## src/rtl/rsq_pkg.sv

```systemverilog
`timescale 1ns/1ps
package rsq_pkg;

    typedef enum logic [2:0] {
        SRC_NONE,
        SRC_POR,
        SRC_PIN,
        SRC_SWR,
        SRC_NVF
    } rst_src_e;

    typedef enum logic [1:0] {
        ST_HOLD,
        ST_WAIT,
        ST_RUN
    } seq_state_e;

    typedef struct packed {
        logic pin;
        logic swr;
        logic nvf;
    } req_vec_t;

    // Fixed priority: pin, then software request, then forced reload.
    function automatic rst_src_e pick_src(input req_vec_t r);
        if (r.pin)      return SRC_PIN;
        else if (r.swr) return SRC_SWR;
        else if (r.nvf) return SRC_NVF;
        else            return SRC_NONE;
    endfunction

    function automatic logic any_req(input req_vec_t r);
        return r.pin | r.swr | r.nvf;
    endfunction

    function automatic logic uses_store(input rst_src_e s, input logic store_sel);
        return (s == SRC_NVF) ? 1'b1 : store_sel;
    endfunction

    function automatic logic wants_sync(input rst_src_e s);
        return (s == SRC_POR) || (s == SRC_PIN);
    endfunction

    function automatic int unsigned max3(input int unsigned a, input int unsigned b,
                                         input int unsigned c);
        int unsigned m;
        m = (a > b) ? a : b;
        return (m > c) ? m : c;
    endfunction

endpackage

```

## src/rtl/rsq_pin_sync.sv

```systemverilog
`timescale 1ns/1ps
module rsq_pin_sync #(
    parameter int unsigned STAGES = 2
) (
    input  logic clk,
    input  logic rst_pin_n,
    output logic pin_req
);
    logic [STAGES-1:0] sh;

    // Assertion is immediate (asynchronous clear); release walks through STAGES flops.
    always_ff @(posedge clk or negedge rst_pin_n) begin
        if (!rst_pin_n) sh <= '0;
        else            sh <= {sh[STAGES-2:0], 1'b1};
    end

    assign pin_req = ~sh[STAGES-1];
endmodule

```

## src/rtl/rsq_ctrl_regs.sv

```systemverilog
`timescale 1ns/1ps
module rsq_ctrl_regs #(
    parameter int unsigned REG_W = 8,
    parameter int unsigned BIT_A = 2,
    parameter int unsigned BIT_B = 5
) (
    input  logic             clk,
    input  logic             por,
    input  logic             pin_req,
    input  logic             wr_allow,
    input  logic             store_sel,
    input  logic             sclk_tick,
    input  logic             ctrl_wr,
    input  logic [REG_W-1:0] ctrl_wdata,
    input  logic             nvf_wr,
    input  logic             nvf_wdata,
    output logic [REG_W-1:0] ctrl_q,
    output logic             nvf_q,
    output logic             swr_req
);
    logic [REG_W-1:0] ctrl_r;
    logic             nvf_r;
    logic             wr_ok;

    assign swr_req = ctrl_r[BIT_A] & ctrl_r[BIT_B];
    assign wr_ok   = wr_allow & ~swr_req & ~nvf_r;

    always_ff @(posedge clk) begin
        if (por || pin_req) begin
            ctrl_r <= '0;
            nvf_r  <= 1'b0;
        end else begin
            // Software request: both bits drop on a later serial tick, the rest is kept.
            if (swr_req) begin
                if (sclk_tick) begin
                    ctrl_r[BIT_A] <= 1'b0;
                    ctrl_r[BIT_B] <= 1'b0;
                end
            end else if (ctrl_wr && wr_ok) begin
                ctrl_r <= ctrl_wdata;
            end

            // Forced reload: accepted only when defaults are selected.
            if (nvf_r) begin
                if (sclk_tick) nvf_r <= 1'b0;
            end else if (nvf_wr && wr_ok && !store_sel) begin
                nvf_r <= nvf_wdata;
            end
        end
    end

    assign ctrl_q = ctrl_r;
    assign nvf_q  = nvf_r;
endmodule

```

## src/rtl/rsq_wait_timer.sv

```systemverilog
`timescale 1ns/1ps
module rsq_wait_timer #(
    parameter int unsigned CNT_W = 8
) (
    input  logic             clk,
    input  logic             rst,
    input  logic             load,
    input  logic [CNT_W-1:0] load_val,
    input  logic             run,
    output logic             done
);
    logic [CNT_W-1:0] cnt;

    always_ff @(posedge clk) begin
        if (rst)                     cnt <= '0;
        else if (load)               cnt <= load_val;
        else if (run && cnt != '0)   cnt <= cnt - 1'b1;
    end

    assign done = (cnt == '0);
endmodule

```

## src/rtl/rsq_seq_fsm.sv

```systemverilog
`timescale 1ns/1ps
module rsq_seq_fsm
    import rsq_pkg::*;
#(
    parameter int unsigned POR_CYC  = 64,
    parameter int unsigned FAST_CYC = 16,
    parameter int unsigned NV_CYC   = 32,
    parameter int unsigned CNT_W    = 8
) (
    input  logic             clk,
    input  logic             por,
    input  req_vec_t         req,
    input  logic             store_sel,
    input  logic             tmr_done,
    output logic             tmr_load,
    output logic [CNT_W-1:0] tmr_val,
    output logic             tmr_run,
    output logic             core_rst,
    output logic             outputs_en,
    output logic             sync_req,
    output logic             cfg_load,
    output logic             cfg_from_nv
);
    seq_state_e state;
    rst_src_e   src;
    logic       load_q;
    logic       from_nv_q;
    logic       req_any;

    assign req_any = any_req(req);

    always_ff @(posedge clk) begin
        if (por) begin
            state     <= ST_HOLD;
            src       <= SRC_POR;
            load_q    <= 1'b0;
            from_nv_q <= 1'b0;
        end else begin
            load_q <= 1'b0;
            if (req_any) begin
                state <= ST_HOLD;
                src   <= pick_src(req);
            end else begin
                unique case (state)
                    ST_HOLD: begin
                        state     <= ST_WAIT;
                        load_q    <= 1'b1;
                        from_nv_q <= uses_store(src, store_sel);
                    end
                    ST_WAIT: if (tmr_done) state <= ST_RUN;
                    default: ;
                endcase
            end
        end
    end

    // Wait length loaded as count-1 so the run state begins exactly N edges after release.
    always_comb begin
        if (src == SRC_POR)                 tmr_val = CNT_W'(POR_CYC - 1);
        else if (uses_store(src, store_sel)) tmr_val = CNT_W'(NV_CYC - 1);
        else                                tmr_val = CNT_W'(FAST_CYC - 1);
    end

    assign tmr_load    = (state == ST_HOLD) && !req_any;
    assign tmr_run     = (state == ST_WAIT);
    assign core_rst    = (state == ST_HOLD);
    assign outputs_en  = (state == ST_RUN);
    assign sync_req    = (state != ST_RUN) && wants_sync(src);
    assign cfg_load    = load_q;
    assign cfg_from_nv = from_nv_q;
endmodule

```

## src/rtl/rst_sequencer.sv

```systemverilog
`timescale 1ns/1ps
module rst_sequencer
    import rsq_pkg::*;
#(
    parameter int unsigned POR_CYC     = 8750000,
    parameter int unsigned FAST_CYC    = 250,
    parameter int unsigned NV_CYC      = 5000000,
    parameter int unsigned REG_W       = 8,
    parameter int unsigned SWR_BIT_A   = 2,
    parameter int unsigned SWR_BIT_B   = 5,
    parameter int unsigned SYNC_STAGES = 2
) (
    input  logic             clk,
    input  logic             por,
    input  logic             rst_pin_n,
    input  logic             store_sel,
    input  logic             sclk_tick,
    input  logic             ctrl_wr,
    input  logic [REG_W-1:0] ctrl_wdata,
    input  logic             nvf_wr,
    input  logic             nvf_wdata,
    output logic [REG_W-1:0] ctrl_q,
    output logic             nvf_q,
    output logic             core_rst,
    output logic             cfg_load,
    output logic             cfg_from_nv,
    output logic             sync_req,
    output logic             outputs_en
);
    localparam int unsigned MAX_CYC = max3(POR_CYC, FAST_CYC, NV_CYC);
    localparam int unsigned CNT_W   = $clog2(MAX_CYC + 1);

    logic             pin_req;
    logic             swr_req;
    logic             tmr_load;
    logic             tmr_run;
    logic             tmr_done;
    logic [CNT_W-1:0] tmr_val;
    req_vec_t         req;

    rsq_pin_sync #(.STAGES(SYNC_STAGES)) u_pin_sync (
        .clk       (clk),
        .rst_pin_n (rst_pin_n),
        .pin_req   (pin_req)
    );

    rsq_ctrl_regs #(.REG_W(REG_W), .BIT_A(SWR_BIT_A), .BIT_B(SWR_BIT_B)) u_regs (
        .clk        (clk),
        .por        (por),
        .pin_req    (pin_req),
        .wr_allow   (~core_rst),
        .store_sel  (store_sel),
        .sclk_tick  (sclk_tick),
        .ctrl_wr    (ctrl_wr),
        .ctrl_wdata (ctrl_wdata),
        .nvf_wr     (nvf_wr),
        .nvf_wdata  (nvf_wdata),
        .ctrl_q     (ctrl_q),
        .nvf_q      (nvf_q),
        .swr_req    (swr_req)
    );

    assign req.pin = pin_req;
    assign req.swr = swr_req;
    assign req.nvf = nvf_q;

    rsq_wait_timer #(.CNT_W(CNT_W)) u_timer (
        .clk      (clk),
        .rst      (por),
        .load     (tmr_load),
        .load_val (tmr_val),
        .run      (tmr_run),
        .done     (tmr_done)
    );

    rsq_seq_fsm #(
        .POR_CYC  (POR_CYC),
        .FAST_CYC (FAST_CYC),
        .NV_CYC   (NV_CYC),
        .CNT_W    (CNT_W)
    ) u_fsm (
        .clk         (clk),
        .por         (por),
        .req         (req),
        .store_sel   (store_sel),
        .tmr_done    (tmr_done),
        .tmr_load    (tmr_load),
        .tmr_val     (tmr_val),
        .tmr_run     (tmr_run),
        .core_rst    (core_rst),
        .outputs_en  (outputs_en),
        .sync_req    (sync_req),
        .cfg_load    (cfg_load),
        .cfg_from_nv (cfg_from_nv)
    );
endmodule

```

## config.mk

```make
export PLATFORM = sky130hd
export DESIGN_NAME = rst_sequencer
export DESIGN_NICKNAME = d
export VERILOG_FILES = /design/src/rtl/rsq_pkg.sv /design/src/rtl/rsq_pin_sync.sv /design/src/rtl/rsq_ctrl_regs.sv /design/src/rtl/rsq_wait_timer.sv /design/src/rtl/rsq_seq_fsm.sv /design/src/rtl/rst_sequencer.sv
export SDC_FILE = /design/constraint.sdc
export NUM_CORES = 1
export LEC_CHECK = 0
export BUFFER_PORTS_ARGS = -buffer_cell sky130_fd_sc_hd__buf_2
export CORE_MARGIN = 4
export CORE_UTILIZATION = 30
export CTS_CLUSTER_SIZE = 40
export DETAILED_ROUTE_END_ITERATION = 8
export GPL_TIMING_DRIVEN = 0
export HOLD_SLACK_MARGIN = 0.03
export PLACE_DENSITY_LB_ADDON = 0.12
export RECOVER_POWER = 25
export SKIP_LAST_GASP = 1
export SYNTH_ARGS = -nofsm -noshare
export SYNTH_HDL_FRONTEND = slang
export SYNTH_SLANG_ARGS = --single-unit
```

## constraint.sdc

```tcl
create_clock -name clk -period 4.4 [get_ports clk]
set_input_delay 0.88 -clock clk [delete_from_list [all_inputs] [get_ports clk]]
set_output_delay 0.88 -clock clk [all_outputs]
set_load 0.05 [all_outputs]
```

# After elaboration in Yosys (flattened, before gate mapping)
# Cells that the tools add are included.
# classes
n_reduce_logical	21
muxes	18
eq_ne	8
addsub	1
bitwise	10
# op_table
op	count
2-to-1 mux 24 bit	3
logical NOT 24 bit	1
nonzero test 24 bit	1
subtractor 24 x 1 -> 24 bit, second input constant	1
2-to-1 mux 23 bit	1
2-to-1 mux 3 bit	3
2-to-1 mux 1 bit	8
AND reduction 2 bit	4
logical AND 1 bit	6
2-to-1 mux 6 bit	1
inequality test 2 bit, second input constant	3
nonzero test 2 bit	3
NOT 1 bit	5
one-hot mux 2 bit (2 select lines)	1
bitwise AND 1 bit	3
== test 3 x 1 -> 1 bit, second input constant	1
== test 3 x 2 -> 1 bit, second input constant	1
== test 3 bit, second input constant	1
== test 2 x 1 -> 1 bit, second input constant	1
== test 2 bit, second input constant	1
logical NOT 1 bit	2
logical NOT 2 bit	1
logical OR 1 bit	2
2-to-1 mux 2 bit	1
2 further kinds	3
# totals
out_inout_bits	14
input_bits	16
reg_bits	42

# Logic depth before layout (Yosys ltp)
# depth
ltp_word	8
ltp_mapped	7

# Modules after synthesis
# Synthesis repeated with hierarchy kept, for this count alone.
# hier_totals
hier_cells	289
area_unflattened_um2	2536.2
# by_module_without_submodules
module	instances	area_each_um2	seq_area_each_um2	cells_each
rsq_wait_timer	1	1559.0	480.5	180
rsq_ctrl_regs	1	461.7	180.2	47
rsq_seq_fsm	1	454.2	140.1	57
rsq_pin_sync	1	57.6	50.0	4
rst_sequencer	1	3.8	0.0	1

# Least setup slack after synthesis
# OpenSTA, ideal clock, no wires.
# synth_timing
kind	register -> output
start	register u_fsm.state[1]
end	output sync_req
arrival_time_ns	1.791
setup_slack_ns	1.729
t_required_ns	3.520
path_stages_with_launch	3
path_buffers	0
path_cell_list	dfxtp_1 > nor2b_1 > nor3_1
# synth_via
elab_chain_cells	2
# synth_lines
item	line	source
start, declared	rsq_seq_fsm.sv:24	seq_state_e state;
start signal, assigned	rsq_seq_fsm.sv:34	state <= ST_HOLD;
start signal, assigned	rsq_seq_fsm.sv:41	state <= ST_HOLD;
start signal, assigned	rsq_seq_fsm.sv:46	state <= ST_WAIT;
inequality test 2 bit	rsq_seq_fsm.sv:68	assign sync_req = (state != ST_RUN) && wants_sync(src);
logical AND 1 bit	rsq_seq_fsm.sv:68	
end, declared	rst_sequencer.sv:27	output logic sync_req,
# No other way between the ends.

# Worst setup path after layout
# layout_timing
start	register u_timer.cnt[0]
end	register u_timer.cnt[22]
# layout_via
elab_chain_cells	3
elab_cells_between_ends	6
cone_classes	1 x add/sub; 2 x mux; 3 x reduce/logical
# layout_lines
item	line	source
start, declared	rsq_wait_timer.sv:12	logic [CNT_W-1:0] cnt;
start signal, assigned	rsq_wait_timer.sv:16	else if (load) cnt <= load_val;
start signal, assigned	rsq_wait_timer.sv:17	else if (run && cnt != '0) cnt <= cnt - 1'b1;
subtractor 24 x 1 -> 24 bit or nonzero test 24 bit (tied branches)	rsq_wait_timer.sv:17	
2-to-1 mux 24 bit or logical AND 1 bit (tied branches)	rsq_wait_timer.sv:17	
2-to-1 mux 24 bit or nonzero test 2 bit (tied branches)	--	
# Parallel ways exist; a longest one is shown, timed or not. The select of a mux whose other input is x is not followed.
# A chain may end at the register's enable or synchronous reset.

==> impl_metrics.py <==
metrics = {
    "logic_synthesis": {
        "syn_avg_cell_area_um2": 8.25,
        "syn_area_mm2": 0.00214,
        "synth_edf_count": 0,
        "syn-num-nets": 277,
        "synth_area_leaders": "dfxtp_1 37%, nor2_1 4.7%, a21oi_1 4.7%",
        "synthCells": 259,
        "ys_types": 50,
        "ys_ff_latch": 42,
        "yosys_warnings": 0,
        "seq_area_frac_synth_pct": 39.8,
        "synth_top_area_share_pct": 37.5,
        "yosys.area.top_type": "dfxtp_1",
        "yosys_most_used_dff": "dfxtp_1",
        "async_flop_share_pct": 4.76,
    },
    "timing": {
        "fmax_mhz": 390,
        "fin_crit_ps": 2560,
        "post-route-period-util_pct": 58.2,
        "tightest_slew_ps": 639,
        "rsz0062_at_grt": "no",
        "max-slew-margin-rel_pct": 57.0,
        "finalSetupViolCount": 0,
        "drv_slew": 0,
        "finalHoldViolCount": 0,
        "fin_skew_ps": 6.87,
        "fin_tns_setup_ps": 0,
        "worst_slack_ps": 1840,
    },
    "placed_design": {
        "preCtsSetupSlack_ps": 1900,
        "portBuffers": 29,
        "gp_congestion": 0.788,
        "placed_area_mm2": 0.00240,
        "hpwl_mm": 4.44,
    },
    "cells_and_area": {
        "final_common_cell": "dfxtp_1",
        "final_area_mm2": 0.00247,
        "layout_common_cells": "40 x dfxtp_1, 27 x nor2_1, 23 x buf_2",
        "multi_input_area_mm2": 0.00120,
        "areaGrowthSynthToFinish_pct": 15.7,
        "utilization_pct": 36.0,
        "num-nets-final": 313,
        "fillers": 741,
        "drive_gt1_share_pct": 12.8,
        "diodes": 0,
        "regArea_um2": 851,
    },
    "pwr": {
        "vdd_drop_max_v": 0.000115,
        "power.leakage_nw": 0.882,
        "totalPowerFinal_mw": 0.878,
        "p_per_area_mw_per_mm2": 355,
    },
    "floorplanning": {
        "die_w_um": 92.4,
        "fp.dieH_um": 92.4,
        "row_count": 30,
        "pin_count": 30,
        "initial_core_util_pct": 31.1,
        "die_area_mm2": 0.00854,
        "core_mm2": 0.00687,
    },
    "cts": {
        "cts_buffer_depth": 2,
        "clk_latency_ps": 300,
        "post-cts-setup-buffer-count": 0,
        "ctsRootBufferMaster": "clkbuf_8",
        "clock_sinks": 42,
        "cts_buffers": 5,
        "cts_resized": 0,
        "cts_tree": "done",
        "hold_buffers": 0,
        "h-tree-depth": 2,
        "clk_pin_slew_ps": 80,
    },
    "drt": {
        "routed_wl_mm": 6.11,
        "via_count": 2101,
        "vias_per_cell": 5.36,
        "drt_iter0_markers": 137,
        "wl_per_cell_um": 15.6,
        "drc_errors": 0,
        "ant_nets": 0,
        "firstDrtPassIters": 4,
    },
    "setup_path": {
        "startpoint": "u_timer.cnt[0]$_SDFFE_PP0P_",
        "cp_max_fo": 7,
        "r2r-start": "u_timer.cnt[0]$_SDFFE_PP0P_",
        "crit_type": "register to register",
        "cp-start-kind": "register",
        "critPathRequiredTime_ps": 4630,
        "end_kind": "register",
        "r2r-end": "u_timer.cnt[22]$_SDFFE_PP0P_",
        "r2r_slack_ps": 1840,
        "r2r_cells": 7,
        "critPathCapture": "u_timer.cnt[22]$_SDFFE_PP0P_",
        "crit_arrival_ps": 2790,
    },
    "outcome": {
        "status": "completed",
    },
    "global_route": {
        "grt_overflow_total": 0,
        "grt_antenna_before_repair": 0,
        "grt_max_degree": 13,
        "grtUsageTotal_pct": 14.5,
        "grt_pass1_vias": 1998,
        "grt_pass1_wl_mm": 10.0,
    },
    "run": {
        "max_cap_violations": 0,
    },
    "min_path": {
        "hold_class": "primary input to asynchronous set/reset pin",
    },
}
-- worst min path at each step --
stage,end,depth (start not counted)
floorplan,u_pin_sync.sh[1]$_DFF_PN0_,0
global placement,u_pin_sync.sh[1]$_DFF_PN0_,0
detailed placement,u_pin_sync.sh[1]$_DFF_PN0_,0
CTS,u_pin_sync.sh[0]$_DFF_PN0_,1
global route,u_pin_sync.sh[0]$_DFF_PN0_,1
finish,u_pin_sync.sh[0]$_DFF_PN0_,1
-- layer usage --
metal / part of all wire (%) / track usage [%] / up-vias / routed length [um]
li1: - / - / 1042 / -
met1: 49 / 21.0 / 993 / 3020
met2: 45 / 22.5 / 59 / 2750
met3: 4.6 / 2.44 / 7 / 283
met4: 0.93 / 3.34 / 0 / 57
met5: 0 / 0 / - / 0
-- per-stage QoR --
stage / std cells / hold slack, ps
after floorplan: 259 / 331
after global placement: 384 / 349
after detailed placement: 384 / 342
after CTS: 392 / 346
after global routing: 392 / 358
final: 392 / 353
-- kinds of logic (layout without fill, tap and decap cells) --
family / Yosys count / in the layout / synth area share, %
other cells: 1 / 1 / 0.175
fa+ha+maj: 2 / 2 / 1.17
xor+xnor: 4 / 4 / 1.64
compound gates: 69 / 69 / 20.9
flops: 42 / 42 / 39.8
simple gates: 113 / 113 / 29.2
mux: 7 / 7 / 3.28
buf+inv: 21 / 58 / 3.81
-- state kept, by name (all words and copies together), names as in the netlist --
register	flops
u_fsm.cfg_from_nv	1
u_fsm.cfg_load	1
u_fsm.src	3
u_fsm.state	2
u_pin_sync.sh	2
u_regs.ctrl_q	8
u_regs.nvf_q	1
u_timer.cnt	24
-- final cells by class --
cell class | instances | share of cell area (%)
Buffer | 11 | 1.77
Tap cell | 96 | 4.86
Inverter | 10 | 1.52
Sequential cell | 42 | 34.4
Clock buffer | 8 | 3.24
Timing Repair Buffer | 29 | 5.47
Multi-Input combinational cell | 196 | 48.7
-- cells in the mapped netlist, types with 2 or more instances --
library cell	count
dfxtp_1	40
nor2_1	27
a21oi_1	20
nand2_1	20
a211oi_1	10
o21ai_0	10
clkbuf_1	9
inv_1	9
a31oi_1	8
nor3_1	8
nor4_1	8
or3_1	8
mux2i_1	7
nand3_1	6
and3_1	4
nand4_1	4
or4_1	4
nand2b_1	3
nand4b_1	3
nor2b_1	3
nor3b_1	3
o22ai_1	3
o31ai_1	3
a2111oi_0	2
a311oi_1	2
and4_1	2
buf_2	2
dfrtp_1	2
ha_1	2
o311ai_0	2
o41ai_1	2
or2_2	2
or4_4	2
xnor2_1	2
xor2_1	2
-- worst max-delay path, stage by stage, from the launching register on --
cell,delay [ps]
dfxtp_1,350
inv_1,110
ha_1,210
or3b_2,500
nor3_2,450
nand4_1,320
or3_1,400
a31oi_1,150
-- where the power goes --
part	internal, mW	switching (mW)	total [mW]
clock	0.113	0.137	0.250
sequential	0.402	0.0222	0.424
combinational	0.0702	0.134	0.204
total	0.585	0.293	0.878
Power figures use the tool's default switching activity.
